`src/rtl/supv_pkg.sv`:
```
package supv_pkg;
  // number of flops in the manual-request synchroniser
  localparam int unsigned SYNC_DEPTH = 2;

  // counter width able to hold the value n
  function automatic int unsigned ctr_width(input int unsigned n);
    return (n < 2) ? 1 : $clog2(n + 1);
  endfunction
endpackage

```
`src/rtl/supv_sync.sv`:
```
module supv_sync #(
  parameter int unsigned STAGES  = 2,
  parameter logic        INIT_VAL = 1'b0
) (
  input  logic clk,
  input  logic por_n,
  input  logic din,
  output logic dout
);
  logic [STAGES-1:0] sh_q;

  generate
    if (STAGES == 1) begin : g_one
      always_ff @(posedge clk or negedge por_n) begin
        if (!por_n) sh_q <= INIT_VAL;
        else        sh_q <= din;
      end
    end else begin : g_many
      always_ff @(posedge clk or negedge por_n) begin
        if (!por_n) sh_q <= {STAGES{INIT_VAL}};
        else        sh_q <= {sh_q[STAGES-2:0], din};
      end
    end
  endgenerate

  assign dout = sh_q[STAGES-1];

  generate
    if (STAGES == 2) begin : g_chk2
      // a sampled request level appears at the output two edges later
      assert_sync_low_R5: assert property (@(posedge clk) disable iff (!por_n)
        !din |-> ##2 !dout);
      assert_sync_high_R5: assert property (@(posedge clk) disable iff (!por_n)
        din |-> ##2 dout);
    end
  endgenerate
endmodule

```
`src/rtl/supv_hold_ctr.sv`:
```
module supv_hold_ctr #(
  parameter int unsigned HOLD_CYCLES = 16,
  localparam int unsigned CW = supv_pkg::ctr_width(HOLD_CYCLES)
) (
  input  logic clk,
  input  logic por_n,
  input  logic trig,
  output logic release_nxt
);
  localparam logic [CW-1:0] HOLD_LD = CW'(HOLD_CYCLES);
  localparam logic [CW-1:0] ONE     = CW'(1);

  logic [CW-1:0] cnt_q;

  // load on any trigger, count down otherwise
  always_ff @(posedge clk or negedge por_n) begin
    if (!por_n)            cnt_q <= HOLD_LD;
    else if (trig)         cnt_q <= HOLD_LD;
    else if (cnt_q != '0)  cnt_q <= cnt_q - ONE;
  end

  // release only when this edge ends the hold and no trigger is present
  assign release_nxt = !trig && (cnt_q <= ONE);

  assert_cnt_bound_R8: assert property (@(posedge clk) disable iff (!por_n)
    cnt_q <= HOLD_LD);
  // a trigger always reloads the hold, so the next release is a full hold away
  assert_reload_R8: assert property (@(posedge clk) disable iff (!por_n)
    trig |=> !release_nxt || (HOLD_CYCLES <= 1));
endmodule

```
`src/rtl/supv_reset_gen.sv`:
```
module supv_reset_gen #(
  parameter int unsigned HOLD_CYCLES = 16
) (
  input  logic clk,
  input  logic por_n,
  input  logic supply_ok,
  input  logic man_rst_n,
  output logic rst_n_o,
  output logic rst_o
);
  logic man_sync_n;
  logic trig;
  logic release_nxt;
  logic rst_n_q;
  logic rst_q;

  supv_sync #(
    .STAGES  (supv_pkg::SYNC_DEPTH),
    .INIT_VAL(1'b0)
  ) u_sync (
    .clk  (clk),
    .por_n(por_n),
    .din  (man_rst_n),
    .dout (man_sync_n)
  );

  assign trig = !supply_ok || !man_sync_n;

  supv_hold_ctr #(
    .HOLD_CYCLES(HOLD_CYCLES)
  ) u_hold (
    .clk        (clk),
    .por_n      (por_n),
    .trig       (trig),
    .release_nxt(release_nxt)
  );

  // two separate output flops, each glitch-free
  always_ff @(posedge clk or negedge por_n) begin
    if (!por_n) begin
      rst_n_q <= 1'b0;
      rst_q   <= 1'b1;
    end else begin
      rst_n_q <= release_nxt;
      rst_q   <= !release_nxt;
    end
  end

  assign rst_n_o = rst_n_q;
  assign rst_o   = rst_q;

  assert_complement_R2: assert property (@(posedge clk) disable iff (!por_n)
    rst_o != rst_n_o);
  assert_supply_bad_R3: assert property (@(posedge clk) disable iff (!por_n)
    !supply_ok |=> !rst_n_o);
  assert_release_quiet_R4: assert property (@(posedge clk) disable iff (!por_n)
    $rose(rst_n_o) |-> !$past(trig));
  assert_manual_hold_R6: assert property (@(posedge clk) disable iff (!por_n)
    !man_sync_n |=> !rst_n_o);
endmodule

```
`config.mk`:
```
export PLATFORM = sky130hd
export DESIGN_NAME = supv_reset_gen
export DESIGN_NICKNAME = d
export VERILOG_FILES = /design/src/rtl/supv_pkg.sv /design/src/rtl/supv_sync.sv /design/src/rtl/supv_hold_ctr.sv /design/src/rtl/supv_reset_gen.sv
export SDC_FILE = /design/constraint.sdc
export NUM_CORES = 1
export LEC_CHECK = 0
export BUFFER_PORTS_ARGS = -buffer_cell sky130_fd_sc_hd__buf_2
export CAP_MARGIN = 30
export CORE_AREA = 10 10 47 49
export DETAILED_ROUTE_END_ITERATION = 16
export DIE_AREA = 0 0 57 59
export GPL_TIMING_DRIVEN = 0
export PLACE_DENSITY_LB_ADDON = 0.1
export SKIP_LAST_GASP = 1
export SLEW_MARGIN = 10
export SYNTH_ARGS = -nofsm -noshare
export SYNTH_HDL_FRONTEND = slang
export SYNTH_HIERARCHICAL = 1
export SYNTH_SLANG_ARGS = --single-unit
export TNS_END_PERCENT = 50
```
`constraint.sdc`:
```
create_clock -name clk -period 1.9 [get_ports clk]
set_input_delay 0.095 -clock clk [delete_from_list [all_inputs] [get_ports clk]]
set_output_delay 0.095 -clock clk [all_outputs]
set_load 0.02 [all_outputs]
```
==> impl_metrics.ini, run 1 <==
[outcome]
outcome = finished clean

[detailed_routing]
remaining_drc_errors = 0
viasPerCell = 4.46
drt-initial-drc-count = 3
antenna_left = 0
finalWirelength_um = 681
vias = 272
wl_per_cell_um = 11.2
dr.pass1.iters = 2

[sta]
fin_setup_tns_ns = 0
hold_viol_final = 0
setup_slack_ns = 0.309
setup_violations = 0
post-route-period-util_pct = 83.7
clock_skew_ns = 0.00999
rsz0062_at_grt = no
tightest_slew_ns = 0.365
slew_headroom_pct = 75.3
fin_crit_ns = 1.59
fmax_ghz = 0.629
slew_viol_final = 0

[critical_path]
crit_path_start = u_hold/cnt_q[0]
r2r_cells = 5
path_class = flop to flop
slowest_delay_ns = 0.51
endpoint = u_hold/cnt_q[0]
arrival_ns = 1.73
r2r_slack_ns = 0.31
reg2reg_to = u_hold/cnt_q[0]
r2r_start = u_hold/cnt_q[0]
crit_family = simple AND/OR/NAND/NOR gates
cp.required_ns = 2.04
end_kind = flop
worst_path_max_delay_cell = or4b_4
crit_buf_inv = 1
crit_chain = inv_1 -> ha_1 -> or4b_4 -> xnor2_1 -> nor2_1
cp_num_cells = 5
cp-start-kind = flop
critPathMaxFanout = 5

[floorplan]
row_count = 14
start_util_pct = 27.8
core_area_mm2 = 0.00140
die_w_um = 57
dieArea_mm2 = 0.00336
die_h_um = 59
boundaryPins = 6

[finish]
num-fill-cells = 149
stdcell_count = 61
n_antenna_cell = 0
drive_gt1_share_pct = 26.7
area_growth_pct = 23.5
nNetsFinal = 52
utilization_pct = 34.3

[global_route]
track_usage_pct = 4.43
grt_max_degree = 10
grt_pass1_wl_um = 1130
grt-ovfl-total = 0
antenna_found_initial = 0
grt_pass1_vias = 267

[run]
cap_violations = 0

[pwr]
p_leak_nw = 0.228
powerDensity_mw_per_mm2 = 876
vdd_drop_max_v = 0.000380

[yosys]
yosysMostFrequentCell = dfrtp_1
synth-seq-cells = 9
synth_nets = 40
netlist_area_um2 = 389
yosysWarnings = 6
synth_top_area_share_pct = 45.0
yosys-top-cells-area = dfrtp_1, dfstp_2, ha_1, inv_1, a21oi_1
synthCells = 34
ys_types = 16
yosysTopAreaCell = dfrtp_1
synth_commonest_cells = dfrtp_1, inv_1, a21oi_1, nand2_1, nor2_1
yosys_most_used_dff = dfrtp_1
synth.avg_cell_area_um2 = 11.4
synthArstFlopShare_pct = 100
synth-seq-area-share_pct = 58.5
synth_edf_count = 0

[clocking]
cts_tree = done
cts_inserted_buffers = 3
post-cts-setup-buffers = 0
insertion_delay_ns = 0.26
clockRootBuffer = clkbuf_4
cts_resized = 0
path_clk_slew_ns = 0.07
htreeDepth = 1
cts_buffer_depth = 2
clock-sinks = 9

[placed_design]
dp_slack_ns = 0.344
dp.cells = 55
gp_congestion = 0.652
port_buffers = 5
place_hpwl_um = 489

[worst_hold_path]
hold_class = primary input to async pin
power by group:
group          internal, W  switching [W]  total [W]  leakage [nW]
Clock            0.0000807      0.0000657   0.000146        0.0150
Sequential        0.000205      0.0000106   0.000216         0.112
Combinational    0.0000295      0.0000290  0.0000585         0.102
kinds of logic (layout without fill, tap and decap cells):
kind of cell             after synthesis  count (layout)  share of synthesized area, %
AND/OR/NAND/NOR                       10              10                          14.8
buffers and inverters                  5              16                          4.82
flip-flops                             9               9                          58.5
AO/OA/AOI/OAI                          7               7                          13.2
adder cells (fa/ha/maj)                2               2                          6.43
XOR/XNOR                               1               1                          2.25
sequential cells by signal, summed over array words and instances, names as in the netlist:
name and flops:
rst_n_o 1, rst_o 1, u_hold/cnt_q 5, u_sync/sh_q 2
worst register-to-register path, cell delays in order, from the launching register on:
cell,delay [ns]
dfrtp_1,0.42
inv_1,0.09
ha_1,0.23
or4b_4,0.51
xnor2_1,0.16
nor2_1,0.06
cell type report:
class,instances,area (µm²),area share (%)
Timing Repair Buffer,7,45.0,9.37
Sequential cell,9,228,47.4
Tap cell,16,20.0,4.17
Inverter,5,18.8,3.91
Multi-Input combinational cell,20,143,29.7
Clock buffer,4,26.3,5.47
layer usage:
| metal | routed length (µm) | vias up | track usage, % |
|---|---|---|---|
| met3 | 50 | 0 | 2.36 |
| met5 | 0 | - | 0 |
| met1 | 331 | 130 | 4.57 |
| met2 | 300 | 5 | 6.36 |
| li1 | - | 137 | - |
| met4 | 0 | 0 | 4.03 |
repair_timing:
item	4_1_cts	5_1_grt
hold buffers	2	0
endpoints found under the setup margin	0	0
hold endpoints to repair	10	0
worst min-delay path by stage:
| stage | end | slack (ns) | cells past startpoint |
|---|---|---|---|
| after floorplan | rst_n_o | -0.20 | 0 |
| after global placement | u_hold/cnt_q[2] | -0.05 | 1 |
| after detailed placement | u_hold/cnt_q[3] | -0.05 | 1 |
| after CTS | u_hold/cnt_q[1] | 0.21 | 3 |
| after global routing | u_hold/cnt_q[1] | 0.22 | 3 |
| final | u_hold/cnt_q[3] | 0.21 | 2 |
cell usage in the layout, fill, tap and decap left out:
cell type      count
dfrtp_1            7
xnor2_1            1
nor2_1             3
o211ai_1           1
a21o_1             1
dfstp_2            2
a21oi_1            3
buf_2              5
clkbuf_4           3
ha_1               2
nand2_1            3
or3_1              1
or4b_4             1
inv_1              5
a211oi_2           1
a211o_1            1
nand2b_1           1
nor4b_1            1
clkbuf_1           1
dlygate4sd3_1      2
metrics by stage:
| stage | total power, W | hold WS, ns | area, µm² |
|---|---|---|---|
| 2_1_floorplan | 0.000259 | -0.201 | 389 |
| 3_3_place_gp | 0.000274 | -0.0456 | 434 |
| 3_5_place_dp | 0.000274 | -0.0471 | 434 |
| 4_1_cts | 0.000430 | 0.212 | 480 |
| 5_1_grt | 0.000452 | 0.221 | 480 |
| 6_report | 0.000421 | 0.213 | 480 |
No activity file was read; power rests on OpenSTA's default activity.
==> run 2: changes to the inputs <==
clock period = 1.3 ns   (was 1.9 ns; I/O delays follow)
==> run 2 against run 1 <==
The run now ends with setup timing left. First-iteration DRC count shrank 33%. Largest power group unchanged. Sequential share of layout area shrank 6.2 points. Sequential power grew 45%. Critical path type unchanged. Critical path depth is the same. Via count grew 6.3%. Flip-flop and latch count is the same. Core utilization grew 5.2 points. Power grew 57%. Maximum frequency grew 12%.
==> impl_metrics.ini, run 2 (synthesized netlist as in run 1, its figures left out) <==
[outcome]
outcome = complete, but fails checks
violations = setup timing

[critical_path]
crit_buf_inv = 1
crit_chain = inv_2 -> ha_4 -> or4b_4 -> xnor2_2 -> nor2_1
arrival_ns = 1.56
r2r_cells = 5
end_kind = flop
cp-start-kind = flop
worst_path_max_delay_cell = or4b_4
critPathMaxFanout = 3
r2r_slack_ns = -0.12
cp_num_cells = 5
path_class = flop to flop
cp.required_ns = 1.44
r2r_start = u_hold/cnt_q[0]
crit_path_start = u_hold/cnt_q[0]
crit_family = simple AND/OR/NAND/NOR gates
slowest_delay_ns = 0.50

[finish]
final_area_um2 = 553
biggestRegsByFlops = u_hold/cnt_q x5, u_sync/sh_q x2
n_antenna_cell = 0
drive_gt1_share_pct = 47.1
largest_register = u_hold/cnt_q
largest_reg_flops = 5
layout_common_cells = dfrtp_1, buf_4, buf_2
area_growth_pct = 42.1
nNetsFinal = 58
final_common_cell = dfrtp_1

[global_route]
grtUsageMet3_pct = 2.36
met2_usage_pct = 7.75
grt_max_degree = 10
busiest_layer = met2
met1_usage_pct = 5.91
grt-ovfl-total = 0
grt_pass1_vias = 317
track_usage_pct = 5.17
antenna_found_initial = 0
grt_pass1_wl_um = 1390

[pwr]
vdd_drop_max_v = 0.000460
p_leak_nw = 0.264
powerDensity_mw_per_mm2 = 1200

[detailed_routing]
vias = 289
wl_per_cell_um = 12.3
drt-initial-drc-count = 2
dr.pass1.iters = 3
remaining_drc_errors = 0
antenna_left = 0
viasPerCell = 4.31
finalWirelength_um = 826

[floorplan]
die_w_um = 57
boundaryPins = 6
row_count = 14
core_area_mm2 = 0.00140
die_h_um = 59
start_util_pct = 27.8
dieArea_mm2 = 0.00336

[clocking]
cts_tree = done
htreeDepth = 1
clock-sinks = 9
path_clk_slew_ns = 0.06
cts_inserted_buffers = 3
cts_buffer_depth = 2
clockRootBuffer = clkbuf_4
insertion_delay_ns = 0.25

[placed_design]
port_buffers = 5
gp_congestion = 0.650
place_area_um2 = 437
place_hpwl_um = 517

[run]
cap_violations = 0

[sta]
tightest_slew_ns = 0.362
setup_violations = 5
setup_slack_ns = -0.121
fin_crit_ns = 1.42
slew_viol_final = 0
hold_viol_final = 0
rsz0062_at_grt = yes
clock_skew_ns = 0.00135
slew_headroom_pct = 75.5
fmax_ghz = 0.704
post-route-period-util_pct = 109
hold-worst-slack_ns = 0.192

[worst_hold_path]
hold_class = primary input to async pin
## run 2: where the power goes
group / internal (W) / total, W / switching, W
Sequential: 0.000300 / 0.000314 / 0.0000140
Clock: 0.000118 / 0.000214 / 0.0000955
Combinational: 0.0000744 / 0.000134 / 0.0000592
Total: 0.000492 / 0.000661 / 0.000169
## run 2: through the flow
stage	TNS, ns	power (W)	cells	utilization, %	setup slack, ns
floorplan	-0.273	0.000380	34	-	-0.142
global placement	-0.451	0.000403	55	31.2	-0.239
detailed placement	-0.469	0.000405	55	31.2	-0.246
CTS	-0.308	0.000656	66	38.6	-0.132
global route	-0.642	0.000705	67	39.5	-0.179
finish	-0.374	0.000661	67	39.5	-0.121
## run 2: final timing paths
check,endpoint
min,u_hold/cnt_q[3]
max,u_hold/cnt_q[0]
min in group clk,u_hold/cnt_q[1]
min reg2reg,u_sync/sh_q[1]
max in group asynchronous,u_hold/cnt_q[4]
max reg2reg,u_hold/cnt_q[0]
## run 2: repair_timing
item                       CTS  global route
setup endpoints to repair    2             4
pin swaps                    3             1
resized for setup            5             1
hold endpoints to repair    10             0
hold buffers                 2             0
setup buffers                5             1
## run 2: layout make-up
| type | count | area, µm² |
|---|---|---|
| clock buffers | 4 | 26.3 |
| fillers | 153 | 848 |
| inverters | 5 | 18.8 |
| multi-input cells | 20 | 170 |
| flip-flops and latches | 9 | 228 |
| well taps | 16 | 20.0 |
| repair buffers | 13 | 90.1 |
## run 2: routing by layer
layer | up-vias | routed length [µm]
li1 | 147 | -
met3 | 0 | 46
met4 | 0 | 0
met2 | 5 | 406
met5 | - | 0
met1 | 137 | 373
==> run 3: changes to the inputs <==
ABC_AREA = 1   (was unset)
BUFFER_PORTS_ARGS = unset   (was -buffer_cell sky130_fd_sc_hd__buf_2)
DONT_BUFFER_PORTS = 1   (was unset)
==> run 3 against run 2 <==
The run now ends clean. Clock skew fell by 0.00078 ns. Non-clock buffer count fell by 11. Register-to-register slack improved by 0.22 ns. Cell area fell by 17%. Core utilization fell by 6.5 points. Die area did not move. Sequential power barely moved. Largest cell class unchanged.
==> impl_metrics.ini, run 3 <==
[pwr]
vdd_drop_max_v = 0.000513
p_leak_nw = 0.213
powerDensity_mw_per_mm2 = 1270

[sta]
hold-worst-slack_ns = 0.0889
fmax_ghz = 0.834
slew_viol_final = 0
setup_slack_ns = 0.101
tightest_slew_ns = 0.405
clock_skew_ns = 0.000571
rsz0062_at_grt = no
fin_setup_tns_ns = 0
fin_crit_ns = 1.20
hold_viol_final = 0
post-route-period-util_pct = 92.3
setup_violations = 0
slew_headroom_pct = 72.9

[critical_path]
cp.required_ns = 1.48
slowest_delay_ns = 0.38
end_kind = flop
worst_path_max_delay_cell = dfrtp_1
critPathMaxFanout = 5
crit_buf_inv = 1
path_class = flop to flop
cp-start-kind = flop
crit_chain = inv_2 -> ha_1 -> or2_2 -> o21ai_1
arrival_ns = 1.38
crit_family = flip-flops

[floorplan]
row_count = 14
dieArea_mm2 = 0.00336
core_area_mm2 = 0.00140
die_h_um = 59
die_w_um = 57
boundaryPins = 6
start_util_pct = 28.2

[detailed_routing]
antenna_left = 0
viasPerCell = 4.17
remaining_drc_errors = 0
drt-initial-drc-count = 7
vias = 263
finalWirelength_um = 677
dr.pass1.iters = 3
wl_per_cell_um = 10.7

[clocking]
insertion_delay_ns = 0.25
clockRootBuffer = clkbuf_4
path_clk_slew_ns = 0.06
cts_buffer_depth = 2
cts_inserted_buffers = 3
htreeDepth = 1
clock-sinks = 9
cts_tree = done

[finish]
largest_register = u_hold/cnt_q
final_common_cell = nand2_1
n_antenna_cell = 0
biggestRegsByFlops = u_hold/cnt_q x5, u_sync/sh_q x2
drive_gt1_share_pct = 21.3
seqCellArea_um2 = 228
multi_input_area_um2 = 145
area_growth_pct = 16.8
nNetsFinal = 54
utilization_pct = 32.9
num-fill-cells = 150
layout_common_cells = nand2_1, dfrtp_1, inv_1, nor2_1
largest_reg_flops = 5

[yosys]
synth.avg_cell_area_um2 = 9.64
yosys_most_used_dff = dfrtp_1
synthCells = 41
synth_edf_count = 0
synthArstFlopShare_pct = 100
synth_commonest_cells = nand2_1, dfrtp_1, inv_1
yosysTopAreaCell = dfrtp_1
synth_top_area_share_pct = 44.3
ys_types = 13
synth-seq-cells = 9
yosysMostFrequentCell = nand2_1
synth-seq-area-share_pct = 57.6
yosys-top-cells-area = dfrtp_1, dfstp_2, nand2_1, ha_1, inv_1
netlist_area_um2 = 395
yosysWarnings = 6
synth_nets = 47

[global_route]
grt_pass1_wl_um = 1110
grt-ovfl-total = 0
track_usage_pct = 4.52
grt_max_degree = 10
grt_pass1_vias = 262
antenna_found_initial = 0

[placed_design]
port_buffers = 0
place_hpwl_um = 505
gp_congestion = 0.777
dp_slack_ns = 0.0377

[run]
cap_violations = 0

[outcome]
outcome = finished clean

[worst_hold_path]
hold_class = primary input to flop
-- run 3: cell types whose count changed in the layout (fill, tap and decap cells not counted), sizes merged, moves of 2 or more --
cell and change:
nor2 +2, o21ai +3, a21oi -2, or2 +3, buf -11, nand3 +3
nand2 +5
-- run 3: power breakdown --
part | switching [W] | internal [W] | leakage (nW) | total [W]
clock network | 0.0000904 | 0.000118 | 0.0150 | 0.000208
logic | 0.0000389 | 0.0000270 | 0.0864 | 0.0000659
registers | 0.0000115 | 0.000299 | 0.111 | 0.000311
total | 0.000141 | 0.000444 | 0.213 | 0.000585
-- run 3: logic make-up after synthesis --
group,after synthesis,synth area share (%)
simple gates,20,25.3
compound gates,4,5.06
buf+inv,6,5.70
flops,9,57.6
fa+ha+maj,2,6.33
-- run 3: path summary, 6_finish.rpt --
check	from	end	slack [ns]	cells after the start
worst min register to register	u_sync/sh_q[0]	u_sync/sh_q[1]	0.35	0
worst max register to register	u_hold/cnt_q[0]	u_hold/cnt_q[1]	0.10	4
min in group asynchronous	por_n	u_sync/sh_q[1]	0.17	1
worst min-delay path	supply_ok	u_hold/cnt_q[4]	0.09	3
max in group asynchronous	por_n	rst_o	0.81	1
worst max-delay path	u_hold/cnt_q[0]	u_hold/cnt_q[1]	0.10	4
-- run 3: cell type report --
class / instances / area share [%]
Clock buffer: 4 / 5.69
Multi-Input combinational cell: 26 / 31.4
Tap cell: 16 / 4.34
Inverter: 6 / 4.88
Timing Repair Buffer: 2 / 4.34
Sequential cell: 9 / 49.3
-- run 3: tightest hold or removal path, stage by stage --
cell     delay (ns)
nand2_1        0.09
o21ai_0        0.10
inv_1          0.06
-- run 3: what timing repair did --
item	CTS	global route
hold buffers	2	0
hold endpoints to repair	10	0
endpoints found under the setup margin	0	2
gates resized for setup	0	2
setup buffers	0	0
-- run 3: per-stage QoR --
step                      total power, W  cells  area (µm²)
after global routing            0.000636     63         462
after detailed placement        0.000371     57         415
after CTS                       0.000597     63         462
after global placement          0.000370     57         415
final                           0.000585     63         462
after floorplan                 0.000360     41         395
-- run 3: layer usage --
layer / track usage [%] / share of wire (%) / wire (µm)
met2: 6.36 / 47 / 320
met1: 4.33 / 48 / 323
met5: 0 / 0 / 0
met3: 2.58 / 3.7 / 25
met4: 5.03 / 1.2 / 8
